**config.mk**
```make
export PLATFORM = sky130hd
export DESIGN_NAME = ddr_region_guard
export DESIGN_NICKNAME = d
export VERILOG_FILES = /design/src/rtl/rgn_guard_pkg.sv /design/src/rtl/rgn_regfile.sv /design/src/rtl/rgn_match.sv /design/src/rtl/ddr_region_guard.sv
export SDC_FILE = /design/constraint.sdc
export NUM_CORES = 1
export LEC_CHECK = 0
export BUFFER_PORTS_ARGS = -buffer_cell sky130_fd_sc_hd__buf_2
export CORE_MARGIN = 2
export CORE_UTILIZATION = 55
export DETAILED_ROUTE_END_ITERATION = 8
export PLACE_DENSITY_LB_ADDON = 0.3
export SLEW_MARGIN = 10
export SYNTH_ARGS = -nofsm -noshare
export SYNTH_HDL_FRONTEND = slang
export SYNTH_SLANG_ARGS = --single-unit
export TNS_END_PERCENT = 1
```
**constraint.sdc**
```tcl
create_clock -name clk -period 2.53 [get_ports clk]
set_input_delay 0.3795 -clock clk [delete_from_list [all_inputs] [get_ports clk]]
set_output_delay 0.3795 -clock clk [all_outputs]
set_load 0.005 [all_outputs]
```
**src/rtl/rgn_guard_pkg.sv**
```systemverilog
package rgn_guard_pkg;
  localparam int REG_DW      = 16;
  localparam int CTL_SEC_BIT = 15;
  localparam int CTL_ARM_BIT = 14;
  localparam int BYP_BIT     = 15;
endpackage

```
**src/rtl/rgn_regfile.sv**
```systemverilog
module rgn_regfile
  import rgn_guard_pkg::*;
#(
  parameter int NUM_REG = 16,
  localparam int IDX_W  = $clog2(NUM_REG)
) (
  input  logic                            clk,
  input  logic                            rst,
  input  logic                            we,
  input  logic [IDX_W-1:0]                idx,
  input  logic [2*REG_DW-1:0]             wdata,
  output logic [2*REG_DW-1:0]             rdata,
  output logic [NUM_REG-1:0][REG_DW-1:0]  regs
);
  logic [REG_DW-1:0] wmask, wval;
  assign wmask = wdata[2*REG_DW-1:REG_DW];
  assign wval  = wdata[REG_DW-1:0];

  for (genvar i = 0; i < NUM_REG; i++) begin : g_reg
    localparam logic [REG_DW-1:0] RST_VAL =
      (i == NUM_REG-1) ? (REG_DW'(1) << BYP_BIT) : '0;
    always_ff @(posedge clk) begin
      if (rst)
        regs[i] <= RST_VAL;
      else if (we && idx == IDX_W'(i))
        regs[i] <= (regs[i] & ~wmask) | (wval & wmask);
    end


    hold_chk: assert property (@(posedge clk) disable iff (rst)
      !(we && idx == IDX_W'(i)) |=> $stable(regs[i]));

    masked_bits_chk: assert property (@(posedge clk) disable iff (rst)
      (we && idx == IDX_W'(i)) |=>
        (((regs[i] ^ $past(regs[i])) & ~$past(wmask)) == '0));
  end

  assign rdata = {{REG_DW{1'b0}}, regs[idx]};


  rst_bypass_chk: assert property (@(posedge clk)
    rst |=> regs[NUM_REG-1][BYP_BIT]);
endmodule

```
**src/rtl/rgn_match.sv**
```systemverilog
module rgn_match #(
  parameter int FLD_W = 12
) (
  input  logic [FLD_W-1:0] mb_idx,
  input  logic [FLD_W-1:0] lo,
  input  logic [FLD_W-1:0] hi,
  input  logic             sec,
  input  logic             arm,
  output logic             hit
);
  assign hit = sec && arm && (mb_idx >= lo) && (mb_idx <= hi);
endmodule

```
**src/rtl/ddr_region_guard.sv**
```systemverilog
module ddr_region_guard
  import rgn_guard_pkg::*;
#(
  parameter int NUM_RGN  = 8,
  parameter int ADDR_W   = 32,
  parameter int MB_SHIFT = 20,
  localparam int NUM_REG = 2 * NUM_RGN,
  localparam int IDX_W   = $clog2(NUM_REG),
  localparam int FLD_W   = ADDR_W - MB_SHIFT
) (
  input  logic                clk,
  input  logic                rst,
  input  logic                cfg_we,
  input  logic [IDX_W-1:0]    cfg_idx,
  input  logic [2*REG_DW-1:0] cfg_wdata,
  output logic [2*REG_DW-1:0] cfg_rdata,
  input  logic [ADDR_W-1:0]   txn_addr,
  input  logic                txn_ns,
  output logic                txn_permit
);
  logic [NUM_REG-1:0][REG_DW-1:0] regs;
  logic [NUM_RGN-1:0]             hit;
  logic [FLD_W-1:0]               mb_idx;
  logic                           bypass;

  rgn_regfile #(.NUM_REG(NUM_REG)) u_regs (
    .clk(clk), .rst(rst), .we(cfg_we), .idx(cfg_idx),
    .wdata(cfg_wdata), .rdata(cfg_rdata), .regs(regs)
  );

  assign mb_idx = txn_addr[ADDR_W-1:MB_SHIFT];
  assign bypass = regs[NUM_REG-1][BYP_BIT];

  for (genvar k = 0; k < NUM_RGN; k++) begin : g_rgn
    rgn_match #(.FLD_W(FLD_W)) u_match (
      .mb_idx(mb_idx),
      .lo(regs[2*k][FLD_W-1:0]),
      .hi(regs[2*k+1][FLD_W-1:0]),
      .sec(regs[2*k][CTL_SEC_BIT]),
      .arm(regs[2*k][CTL_ARM_BIT]),
      .hit(hit[k])
    );
  end

  assign txn_permit = bypass || !txn_ns || !(|hit);


  secure_pass_chk: assert property (@(posedge clk) disable iff (rst)
    !txn_ns |-> txn_permit);

  deny_cause_chk: assert property (@(posedge clk) disable iff (rst)
    !txn_permit |-> (txn_ns && !regs[NUM_REG-1][BYP_BIT]));

  bypass_open_chk: assert property (@(posedge clk) disable iff (rst)
    regs[NUM_REG-1][BYP_BIT] |-> txn_permit);
endmodule

```
==> results, run 1 <==
- The top-level port count is 105.
- The clock-pin slew on the worst setup and hold paths is 0.07 ns.
- Based on the critical path, the design can be clocked at up to 0.290 GHz.
- Of all cell types, the one taking the most synthesized area is sky130_fd_sc_hd__dfxtp_1.
- Setup repair after global routing could not meet its margin everywhere.
- The Yosys step of the flow raised 0 warnings.
- For this design, the CTS-stage hold fixing added 0 buffers.
- Buffers placed on the I/O ports in this run total 68.
- The pre-antenna-repair detailed-routing pass consisted of 6 iterations.
- The flow ran to the end, but the final reports show violations.
- Synthesis produced 2,216 cells.
- The worst setup path is launched from a flop.
- The worst min-delay path category is in -> reg.
- The HPWL after detailed placement is 44,900 µm.
- In this run the tightest slew margin relative to its limit is 51.8%.
- The core region is 30,600 µm².
- The master cell of the clock root buffer is sky130_fd_sc_hd__clkbuf_16.
- The total power divided by cell area is 478 nW/µm².
- The netlist area before placement is 17,100 µm².
- The count of non-filler cells in the finished layout is 2,826.
- The internal power of the cells totals 7.25 mW.
- The final wirelength is 61,000 µm.
- At the later pin of the worst-skew pair, clock insertion delay measures 0.56 ns.
- The number of placed instances, taps included, is 2,770.
- Counting flops and latches in the post-synthesis netlist gives 256.
- The remaining design rule violation count is 0.
- The setup-violating endpoint count in the final report is 6.
- TritonCTS created 29 clock buffers.
- The floorplan step set the die height to 180 µm.
- The least setup slack across all paths after layout is -0.917 ns.
- The main flop type after synthesis is sky130_fd_sc_hd__dfxtp_1.
- The count of H-tree levels built during CTS is 1.
- Max-cap violations in this run came to 0.
- The mean routed wirelength per cell is 21.6 µm.
- In the post-synthesis netlist, the biggest area contributors are sky130_fd_sc_hd__dfxtp_1, sky130_fd_sc_hd__ha_1, sky130_fd_sc_hd__nand2_1.
- Combinational logic burns 13.8% of the power.
- The most common cell in the synthesized netlist is sky130_fd_sc_hd__nand2_1.
- After synthesis, the largest area contributor takes up 30.0% of total cell area.
- The first routing iteration left 2,318 violations.
- The area of the die is 32,400 µm².
- The row count is 64.
- The part of the total power dissipated in the clock network is 45.0%.
- The CTS tree is done.
- The utilization after layout is 67.9%.
- The critical path in this run is classified as reg -> out.
- The via count of the first global-routing pass came to 16,400.
- The maximum number of pins on one net before global-route repair is 95.
- IR analysis of the VDD net gives a maximum drop of 0.000476 V.
- Yosys mapped a number of flops with a built-in enable equal to 0.
- Summed over all layers, the global routing overflow is 0.
- For the worst setup path, the data required time is 2.15 ns.
- Once the floorplan was initialized, standard cells occupied 55.8% of the core.
- The number of sinks handled by clock tree synthesis is 256.
- The maximum fanout count along the critical path is 2.
- The final layout contains 2,671 nets.
- After synthesis, the share of flip-flops with an asynchronous set or reset is 0%.
- The design draws 9.92 mW.
- Data arrives at the worst endpoint at 3.07 ns.
- The number of buffers on the longest clock path is 3.
- The clock period minus final worst setup slack is 3.45 ns.
- The antenna violation net count after detailed routing is 0.
- The congestion estimate from routability-driven global placement came to 1.03.
- Relative to the synthesized area, the layout overhead comes to 21.7%.
- In the final layout, the share of cells above drive strength 1 is 22.8%.
- The number of antenna violations at the first check in global routing is 0.
- The switching power is 2.67 mW.
- For the pin with the worst max-slew slack, the measured transition is 0.723 ns.
- The post-synthesis area per instance is 7.70 µm².
- Of the total power, registers draw 41.2%.
- The ratio of final minimum period to clock period is 136%.
- The ratio of routed vias to standard cells is 6.13.
- The final number of max-transition violations is 0.
- The commonest cells after synthesis are sky130_fd_sc_hd__nand2_1, sky130_fd_sc_hd__a21oi_1, sky130_fd_sc_hd__nand3_1.
- The chip width is 180 µm.
- The distinct cell type count of the synthesized netlist is 48.
- The part of the Yosys area used for sequential elements is 30.0%.
- The via count of the routed design is 17,300.
- The final reports fail on negative setup slack.
- Across the routed clock network, the largest skew measured is 0 ns.
- For this run, the total global-route usage over all layers was measured as 37.1%.
- The first global-routing pass estimated 94,500 µm of wire.
- The net switching share of the total power is 26.9%.
- Summed over all cells, the static leakage comes to 7.38 nW.
- The number of hold violations in the final report is 0.
- The worst setup path is captured at an output port.
worst paths after layout:
| path | startpoint | endpoint | slack (ns) | depth (start not counted) |
|---|---|---|---|---|
| worst max-delay path | flop | txn_permit | -0.92 | 10 |
| worst min-delay path | cfg_wdata[13] | flop | 0.22 | 3 |
| worst max register to register | flop | flop | 1.62 | 2 |
| worst min register to register | flop | flop | 0.45 | 2 |
stage by stage:
stage	hold slack [ns]	worst slack, ns	TNS, ns	instance area (µm²)
floorplan	0.433	-0.0859	-0.0859	17100
global placement	0.440	-0.964	-0.964	19500
detailed placement	0.446	-0.975	-0.975	19500
CTS	0.207	-0.887	-1.05	20600
global route	0.225	-0.981	-1.40	20800
finish	0.217	-0.917	-1.12	20800
logic make-up (layout without fill, tap and decap cells):
logic type | Yosys count | count (layout) | synth area share [%]
other cells | 1 | 18 | 0.0220
buf+inv | 373 | 570 | 8.78
compound gates | 411 | 411 | 13.7
flops | 256 | 256 | 30.0
fa+ha+maj | 192 | 192 | 14.1
mux | 80 | 80 | 10.6
simple gates | 903 | 903 | 22.8
power by group through the flow:
stage	sequential, mW	combinational [mW]	clock, mW
6_report	4.08	1.37	4.47
4_1_cts	4.08	1.32	4.50
2_1_floorplan	4.16	0.745	0
5_1_grt	4.08	1.48	4.67
3_3_place_gp	4.17	1.27	0
3_5_place_dp	4.17	1.30	0
metal layers:
| layer | global-route usage (%) | share of wire (%) | vias up |
|---|---|---|---|
| met5 | 0 | 0 | - |
| met4 | 15.2 | 4.4 | 0 |
| met3 | 4.67 | 9.6 | 161 |
| met2 | 58.1 | 45 | 953 |
| met1 | 52.1 | 41 | 8237 |
| li1 | - | - | 7981 |
worst max-delay path: stages (launching register included):
cell                        delay [ns]
sky130_fd_sc_hd__dfxtp_2          0.33
sky130_fd_sc_hd__inv_1            0.07
sky130_fd_sc_hd__ha_1             0.27
sky130_fd_sc_hd__nand4_1          0.25
sky130_fd_sc_hd__a211oi_2         0.32
sky130_fd_sc_hd__a2111oi_2        0.06
sky130_fd_sc_hd__o211a_2          0.25
sky130_fd_sc_hd__a2111o_1         0.37
sky130_fd_sc_hd__o41ai_2          0.31
sky130_fd_sc_hd__buf_4            0.18
sky130_fd_sc_hd__buf_6            0.09
cell type report:
class	count	area [µm²]
repair buffers	337	2700
flip-flops and latches	256	5170
clock buffers	40	827
well taps	396	495
clock inverters	12	166
diodes	2	5.00
fillers	2507	9830
multi-input cells	1602	10700
inverters	181	683
placed cells by master (no fill, tap or decap), types with 17 or more instances in the layout:
cell	synthesis	layout
sky130_fd_sc_hd__dfxtp_2	0	38
sky130_fd_sc_hd__buf_2	30	61
sky130_fd_sc_hd__a21o_1	20	20
sky130_fd_sc_hd__buf_12	0	20
sky130_fd_sc_hd__inv_1	181	175
sky130_fd_sc_hd__dfxtp_1	256	218
sky130_fd_sc_hd__ha_1	192	183
sky130_fd_sc_hd__buf_6	0	17
sky130_fd_sc_hd__a21oi_1	310	306
sky130_fd_sc_hd__clkbuf_16	0	29
sky130_fd_sc_hd__mux4_2	80	80
sky130_fd_sc_hd__nand4_1	30	30
sky130_fd_sc_hd__nand3_1	273	273
sky130_fd_sc_hd__buf_4	16	238
sky130_fd_sc_hd__nand2_1	537	537
repair_timing:
action                                  4_1_cts  5_1_grt
buffers inserted                              1        1
pin swaps                                     6       14
endpoints found under the setup margin        8       12
gates resized for setup                      28       65
No activity file was read; power rests on OpenSTA's default activity.
==> inputs of run 2 (changes only) <==
--- a/config.mk
+++ b/config.mk
@@ -7,8 +7,9 @@
 export LEC_CHECK = 0
 export BUFFER_PORTS_ARGS = -buffer_cell sky130_fd_sc_hd__buf_2
 export CORE_MARGIN = 2
-export CORE_UTILIZATION = 55
+export CORE_UTILIZATION = 40
 export DETAILED_ROUTE_END_ITERATION = 8
+export GPL_TIMING_DRIVEN = 0
 export PLACE_DENSITY_LB_ADDON = 0.3
 export SLEW_MARGIN = 10
 export SYNTH_ARGS = -nofsm -noshare
==> run 2 against run 1 <==
Clock-buffer cell count up 5; combinational power is 4% lower; non-clock buffer count down 83; sequential power hardly changed; wire length is 7.1% higher; die area increased by 37%; worst setup slack got worse by 0.24 ns; sequential share of layout area is 1.6 points higher; the flow still finishes with violations (negative setup slack).
==> results, run 2 (synthesis gave the netlist of run 1 again) <==
- The run finished, with violations left.
- The final reports fail on negative setup slack.
- The number of DRC violations after detailed-routing iteration 0 was 1,789 (-23%).
- The number of maximum-capacitance violations came to 0 (unchanged).
- The ratio of final minimum period to clock period is 146% (+9.5 points).
- The maximum number of pins on one net before global-route repair came to 17 (-82%).
- The length in cells of the worst reg-to-reg path is 2 (unchanged).
- The number of sinks handled by clock tree synthesis is 256 (unchanged).
- The final global-route overflow total came to 0 (unchanged).
- The utilization after layout came to 46.1% (-22 points).
- The post-layout net count was 2,587 (-3.1%).
- The number of hold-repair buffers added at the cts stage was 0 (unchanged).
- The antenna violation net count after detailed routing is 0 (unchanged).
- The number of hold violations in the final report is 0 (unchanged).
- The placeable core area came to 42,000 µm² (+37%).
- The total negative setup slack is -3.26 ns (-2.14 ns).
- The number of buffers on the longest clock path is 3 (unchanged).
- The data arrival time of the critical path came to 3.31 ns (+0.24 ns).
- The leakage power total came to 6.32 nW (-14%).
- The via count of the routed design came to 17,000 (-2.2%).
- The mean routed wirelength per cell is 22.6 µm (+4.9%).
- The number of buffers created by CTS was 28 (-3.4%).
- The library cell used most frequently in the layout, excluding fill and tap cells, is sky130_fd_sc_hd__nand2_1.
- The area of the die came to 44,300 µm² (+37%).
- The total power divided by cell area is 503 nW/µm² (+5.3%).
- The starting density of the core is 40.6% (-15 points).
- The clock-pin slew on the worst setup and hold paths was 0.07 ns (about the same).
- The clock period minus final worst setup slack is 3.69 ns (+0.241 ns).
- The global-route wire length before repair came to 97,300 µm (+2.9%).
- The die boundary height is 210 µm (+17%).
- The global routing usage summed across all routing layers is 29.0% (-8.1 points).
- The number of antenna violations at the first check in global routing came to 4 (+4).
- Relative to the synthesized area, the layout overhead comes to 13.5%.
- The ratio of routed vias to standard cells is 5.88 (-4.2%).
- The setup skew after layout was 0 ns (unchanged).
- The count of H-tree levels built during CTS came to 1 (unchanged).
- The setup-violating endpoint count in the final report is 17 (+11).
- The data required time at the worst endpoint is 2.15 ns (about the same).
- STA classifies the critical path endpoint as an output port.
- The CTS tree is done.
- The highest clock rate is 0.271 GHz (-6.5%).
- The clock latency reported for the late side of the worst-skew pair is 0.57 ns (about the same).
- The estimated wirelength of the detail-placed design is 51,900 µm (+16%).
- The number of port buffers is 49 (-28%).
- The count of TritonRoute iterations in the first routing pass is 6 (unchanged).
- The placer congestion estimate is 0.978 (-4.7%).
- The worst setup path is launched from a flop.
- The master cell of the clock root buffer is sky130_fd_sc_hd__clkbuf_16.
- The maximum fanout count along the critical path is 3 (+1).
- The least setup slack across all paths after layout is -1.16 ns (-0.241 ns).
- The via count of the first global-routing pass is 16,300 (-0.66%).
- Leaving out fill and tap cells, the most frequent cells in the layout are sky130_fd_sc_hd__nand2_1, sky130_fd_sc_hd__a21oi_1, sky130_fd_sc_hd__nand3_1, sky130_fd_sc_hd__dfxtp_1, sky130_fd_sc_hd__ha_1.
- Setup repair after global routing could not meet its margin everywhere.
- The worst-case register-to-register setup slack is 1.61 ns (about the same).
- The final number of max-transition violations is 0 (unchanged).
- The worst slew margin relative to its limit was 41.8% (-10 points).
- The chip width is 210 µm (+17%).
- The fraction of layout cells with a size suffix above 1 is 12.1% (-11 points).
- The final wirelength is 65,300 µm (+7.1%).
- The row count is 75 (+17%).
- The critical path is of the reg -> out type.
- The worst min-delay path category is in -> reg.
- The worst vdd rail ir drop is 0.000470 V (-1.2%).
- The remaining design rule violation count is 0 (unchanged).
- The top-level port count came to 105 (unchanged).
- The capture point of the critical path is txn_permit.
- The worst-margin pin slew came to 0.873 ns (+0.150 ns).
==> run 2: changes by cell type in the layout (fill, tap and decap cells not counted), sizes merged <==
cell,before,now
clkinvlp,2,1
bufinv,4,2
diode,2,1
clkinv,6,4
buf,336,125
inv,181,180
clkbuf,41,174
==> run 2: per-layer routing <==
metal	vias up	global-route usage [%]	wire, µm
met1	8104	36.2	25700
met5	-	0	0
met2	850	48.8	30500
li1	7819	-	-
met3	180	4.44	5700
met4	0	14.5	3360
==> run 2: worst min-delay path by stage <==
stage                              from  endpoint  slack, ns  depth (start not counted)
final                     cfg_wdata[31]      flop       0.14                          2
after global routing      cfg_wdata[31]      flop       0.15                          2
after CTS                 cfg_wdata[31]      flop       0.12                          2
after detailed placement           flop      flop       0.45                          2
after global placement             flop      flop       0.44                          2
after floorplan                    flop      flop       0.43                          2
==> run 2: worst max-delay path, cell delays in order (launching register included) <==
cell and delay, ns:
sky130_fd_sc_hd__dfxtp_1 0.35, sky130_fd_sc_hd__inv_1 0.05, sky130_fd_sc_hd__ha_1 0.28, sky130_fd_sc_hd__nor2b_1 0.13, sky130_fd_sc_hd__o211ai_1 0.24, sky130_fd_sc_hd__a211oi_1 0.16, sky130_fd_sc_hd__a2111oi_0 0.56, sky130_fd_sc_hd__o211ai_1 0.14
sky130_fd_sc_hd__a21oi_1 0.46, sky130_fd_sc_hd__o41ai_4 0.18, sky130_fd_sc_hd__buf_2 0.16
==> run 2: cell type report <==
type,instances,area [µm²]
fillers,4149,22700
diodes,1,2.50
plain buffers,192,852
clock buffers,45,866
inverters,181,683
repair buffers,62,343
flip-flops and latches,256,5140
well taps,539,674
clock inverters,6,80.1
multi-input cells,1602,10700
==> run 2: stage by stage <==
stage / total power [mW] / area, µm² / hold slack (ns) / worst slack, ns / cells
floorplan: 4.91 / 17100 / 0.433 / -0.0859 / 2231
global placement: 5.37 / 18000 / 0.439 / -1.59 / 2819
detailed placement: 5.40 / 18000 / 0.448 / -1.60 / 2819
CTS: 9.70 / 19300 / 0.123 / -1.18 / 2881
global route: 10.0 / 19400 / 0.146 / -1.17 / 2883
finish: 9.74 / 19400 / 0.138 / -1.16 / 2884
==> run 2: repair_timing <==
item	CTS	global route
setup endpoints to repair	17	17
pin swaps	15	11
resized for setup	52	12
buffers inserted	11	2
==> run 2: where the power goes <==
group / switching [mW] / internal, mW / leakage, nW
Sequential: 0.0241 / 4.06 / 2.07
Combinational: 0.901 / 0.405 / 3.79
Clock: 1.83 / 2.53 / 0.468
Total: 2.75 / 6.99 / 6.32
==> inputs of run 3 (changes only) <==
--- a/config.mk
+++ b/config.mk
@@ -10,7 +10,7 @@
 export CORE_UTILIZATION = 40
 export DETAILED_ROUTE_END_ITERATION = 8
 export GPL_TIMING_DRIVEN = 0
-export PLACE_DENSITY_LB_ADDON = 0.3
+export PLACE_DENSITY = 0.64
 export SLEW_MARGIN = 10
 export SYNTH_ARGS = -nofsm -noshare
 export SYNTH_HDL_FRONTEND = slang
==> run 3 against run 2 <==
Total power about the same; flip-flop and latch count stayed put; wire length down 1.8%; largest cell class unchanged; critical path type unchanged; worst setup slack better by 0.020 ns; global-route usage is 0.68 points lower; worst hold slack worse by 0.028 ns; first-iteration DRC count is 5.1% higher; clock power hardly changed; highest routed layer unchanged; die area unchanged; via count increased by 0.80%; the flow still finishes with violations (negative setup slack).
==> results, run 3 (synthesis gave the netlist of run 1 again) <==
- The global routing usage summed across all routing layers came to 28.3% (-0.68 points).
- The chip width came to 210 µm (unchanged).
- The final global-route overflow total is 0 (unchanged).
- The total power divided by cell area is 503 nW/µm² (about the same).
- The area of the die was 44,300 µm² (unchanged).
- The final wirelength is 64,100 µm (-1.8%).
- The worst setup slack after placement is -1.56 ns (+0.0331 ns).
- The mean routed wirelength per cell is 22.2 µm (-1.9%).
- The clock period minus final worst setup slack is 3.67 ns (-0.0196 ns).
- The die boundary height is 210 µm (unchanged).
- The remaining design rule violation count was 0 (unchanged).
- The total of fill cells in the finished design is 4,162 (+0.31%).
- STA classifies the critical path endpoint as an output port.
- The number of hold-repair buffers added at the cts stage is 0 (unchanged).
- The row count is 75 (unchanged).
- The number of cells on the worst hold path is 2 (unchanged).
- The worst vdd rail ir drop is 0.000507 V (+7.8%).
- The via count of the first global-routing pass came to 16,300 (-0.10%).
- The critical path in this run is classified as reg -> out.
- The worst setup path is launched from a flop.
- The number of port buffers is 49 (unchanged).
- The number of antenna violations at the first check in global routing is 1 (-3).
- The number of buffers on the longest clock path is 3 (unchanged).
- The worst-margin pin slew is 0.860 ns (-0.0129 ns).
- The number of sinks handled by clock tree synthesis was 256 (unchanged).
- The ratio of final minimum period to clock period is 145% (-0.78 points).
- The via count of the routed design is 17,100 (+0.80%).
- The worst-case register-to-register setup slack was 1.63 ns (+0.02 ns).
- The clock-pin slew on the worst setup and hold paths is 0.06 ns (about the same).
- The clock latency reported for the late side of the worst-skew pair is 0.58 ns (about the same).
- TritonCTS built the clock tree.
- The checks that failed: negative setup slack.
- The number of hold violations in the final report is 0 (unchanged).
- The worst slew margin relative to its limit came to 42.7% (+0.86 points).
- The top-level port count is 105 (unchanged).
- The estimated wirelength of the detail-placed design came to 51,300 µm (-1.1%).
- The setup skew after layout is 0 ns (unchanged).
- The count of H-tree levels built during CTS came to 1 (unchanged).
- The highest clock rate is 0.273 GHz (+0.54%).
- The starting density of the core was 40.6% (unchanged).
- The global-route wire length before repair is 95,600 µm (-1.7%).
- The flow ran to the end, but the final reports show violations.
- In the layout the commonest cells are sky130_fd_sc_hd__nand2_1, sky130_fd_sc_hd__a21oi_1, sky130_fd_sc_hd__nand3_1, sky130_fd_sc_hd__dfxtp_1, sky130_fd_sc_hd__ha_1.
- The length in cells of the worst reg-to-reg path was 2 (unchanged).
- The setup-violating endpoint count in the final report came to 17 (unchanged).
- The data arrival time of the critical path came to 3.29 ns (-0.02 ns).
- Setup repair after global routing could not meet its margin everywhere.
- The least setup slack across all paths after layout was -1.14 ns (+0.0196 ns).
- The leakage power total came to 6.34 nW (+0.28%).
- The post-layout net count was 2,590 (+0.12%).
- The ratio of routed vias to standard cells is 5.92 (+0.73%).
- The data required time at the worst endpoint was 2.15 ns (about the same).
- The most frequent standard cell in the layout excluding fill and tap cells is sky130_fd_sc_hd__nand2_1.
- The maximum number of pins on one net before global-route repair was 17 (unchanged).
- The worst min-delay path category is in -> reg.
- The area growth from synthesis to layout came to 13.6% (about the same).
- The number of buffers created by CTS is 30 (+7.1%).
- The critical hold path startpoint is cfg_wdata[31].
- The antenna violation net count after detailed routing is 0 (unchanged).
- The maximum fanout count along the critical path came to 3 (unchanged).
- The antenna cell count came to 0 (-1).
- The summed area of non-filler cells in the final layout is 19,400 µm² (about the same).
- The final number of max-transition violations is 0 (unchanged).
- The post-placement cell area was 18,000 µm² (unchanged).
- The placeable core area came to 42,000 µm² (unchanged).
- The number of maximum-capacitance violations is 0 (unchanged).
- The utilization after layout is 46.1% (about the same).
- The number of DRC violations after detailed-routing iteration 0 is 1,881 (+5.1%).
- The total negative setup slack is -2.67 ns (+0.596 ns).
- The cell sitting at the root of the clock tree is a sky130_fd_sc_hd__clkbuf_16.
- The count of TritonRoute iterations in the first routing pass is 6 (unchanged).
- The post-layout total power is 9.75 mW (about the same).
- The placer congestion estimate came to 0.974 (-0.44%).
- The fraction of layout cells with a size suffix above 1 was 12.2% (+0.11 points).
run 3: worst max-delay path: stages, from the launching register on:
cell	delay [ns]
sky130_fd_sc_hd__dfxtp_2	0.35
sky130_fd_sc_hd__inv_2	0.05
sky130_fd_sc_hd__ha_4	0.26
sky130_fd_sc_hd__nand4_1	0.11
sky130_fd_sc_hd__buf_6	0.15
sky130_fd_sc_hd__a211oi_4	0.34
sky130_fd_sc_hd__a2111oi_4	0.10
sky130_fd_sc_hd__o211a_2	0.29
sky130_fd_sc_hd__a2111o_1	0.49
sky130_fd_sc_hd__o41ai_4	0.39
sky130_fd_sc_hd__buf_2	0.18
run 3: through the flow:
stage | cells | hold WS, ns
after floorplan | 2231 | 0.433
after global routing | 2886 | 0.115
final | 2886 | 0.109
after detailed placement | 2819 | 0.449
after CTS | 2885 | 0.0946
after global placement | 2819 | 0.439
run 3: worst max path at each step:
stage          slack, ns          to         start  cells past startpoint
2_1_floorplan      -0.09  txn_permit  txn_addr[20]                      9
3_3_place_gp       -1.55  txn_permit  txn_addr[20]                     11
3_5_place_dp       -1.56  txn_permit  txn_addr[20]                     11
4_1_cts            -1.17  txn_permit          flop                     10
5_1_grt            -1.21  txn_permit          flop                     10
6_report           -1.14  txn_permit          flop                     10
run 3: layout make-up:
type | count | area (µm²) | area share (%)
timing repair buffer | 63 | 367 | 1.89
sequential | 256 | 5140 | 26.5
buffer | 192 | 853 | 4.40
clock buffer | 49 | 952 | 4.91
inverter | 181 | 683 | 3.53
clock inverter | 4 | 31.3 | 0.161
multi-input combinational | 1602 | 10700 | 55.1
tap | 539 | 674 | 3.48
run 3: power by group:
group	internal (mW)	total [mW]	switching, mW
combinational	0.407	1.30	0.891
clock	2.54	4.37	1.83
sequential	4.06	4.09	0.0239
total	7.01	9.75	2.74
run 3: per-layer routing:
| metal | wire length (µm) | part of all wire (%) | vias up | GRT usage [%] |
|---|---|---|---|---|
| li1 | - | - | 7821 | - |
| met1 | 25100 | 39 | 8221 | 36.8 |
| met2 | 30100 | 47 | 899 | 47.5 |
| met3 | 6000 | 9.4 | 147 | 3.64 |
| met4 | 2900 | 4.5 | 0 | 11.9 |
| met5 | 0 | 0 | - | 0 |
run 3: timing repair:
item,CTS,global route
gates resized for setup,51,11
endpoints found under the setup margin,17,17
pin swaps,13,9
setup buffers,13,1
gates cloned,0,0
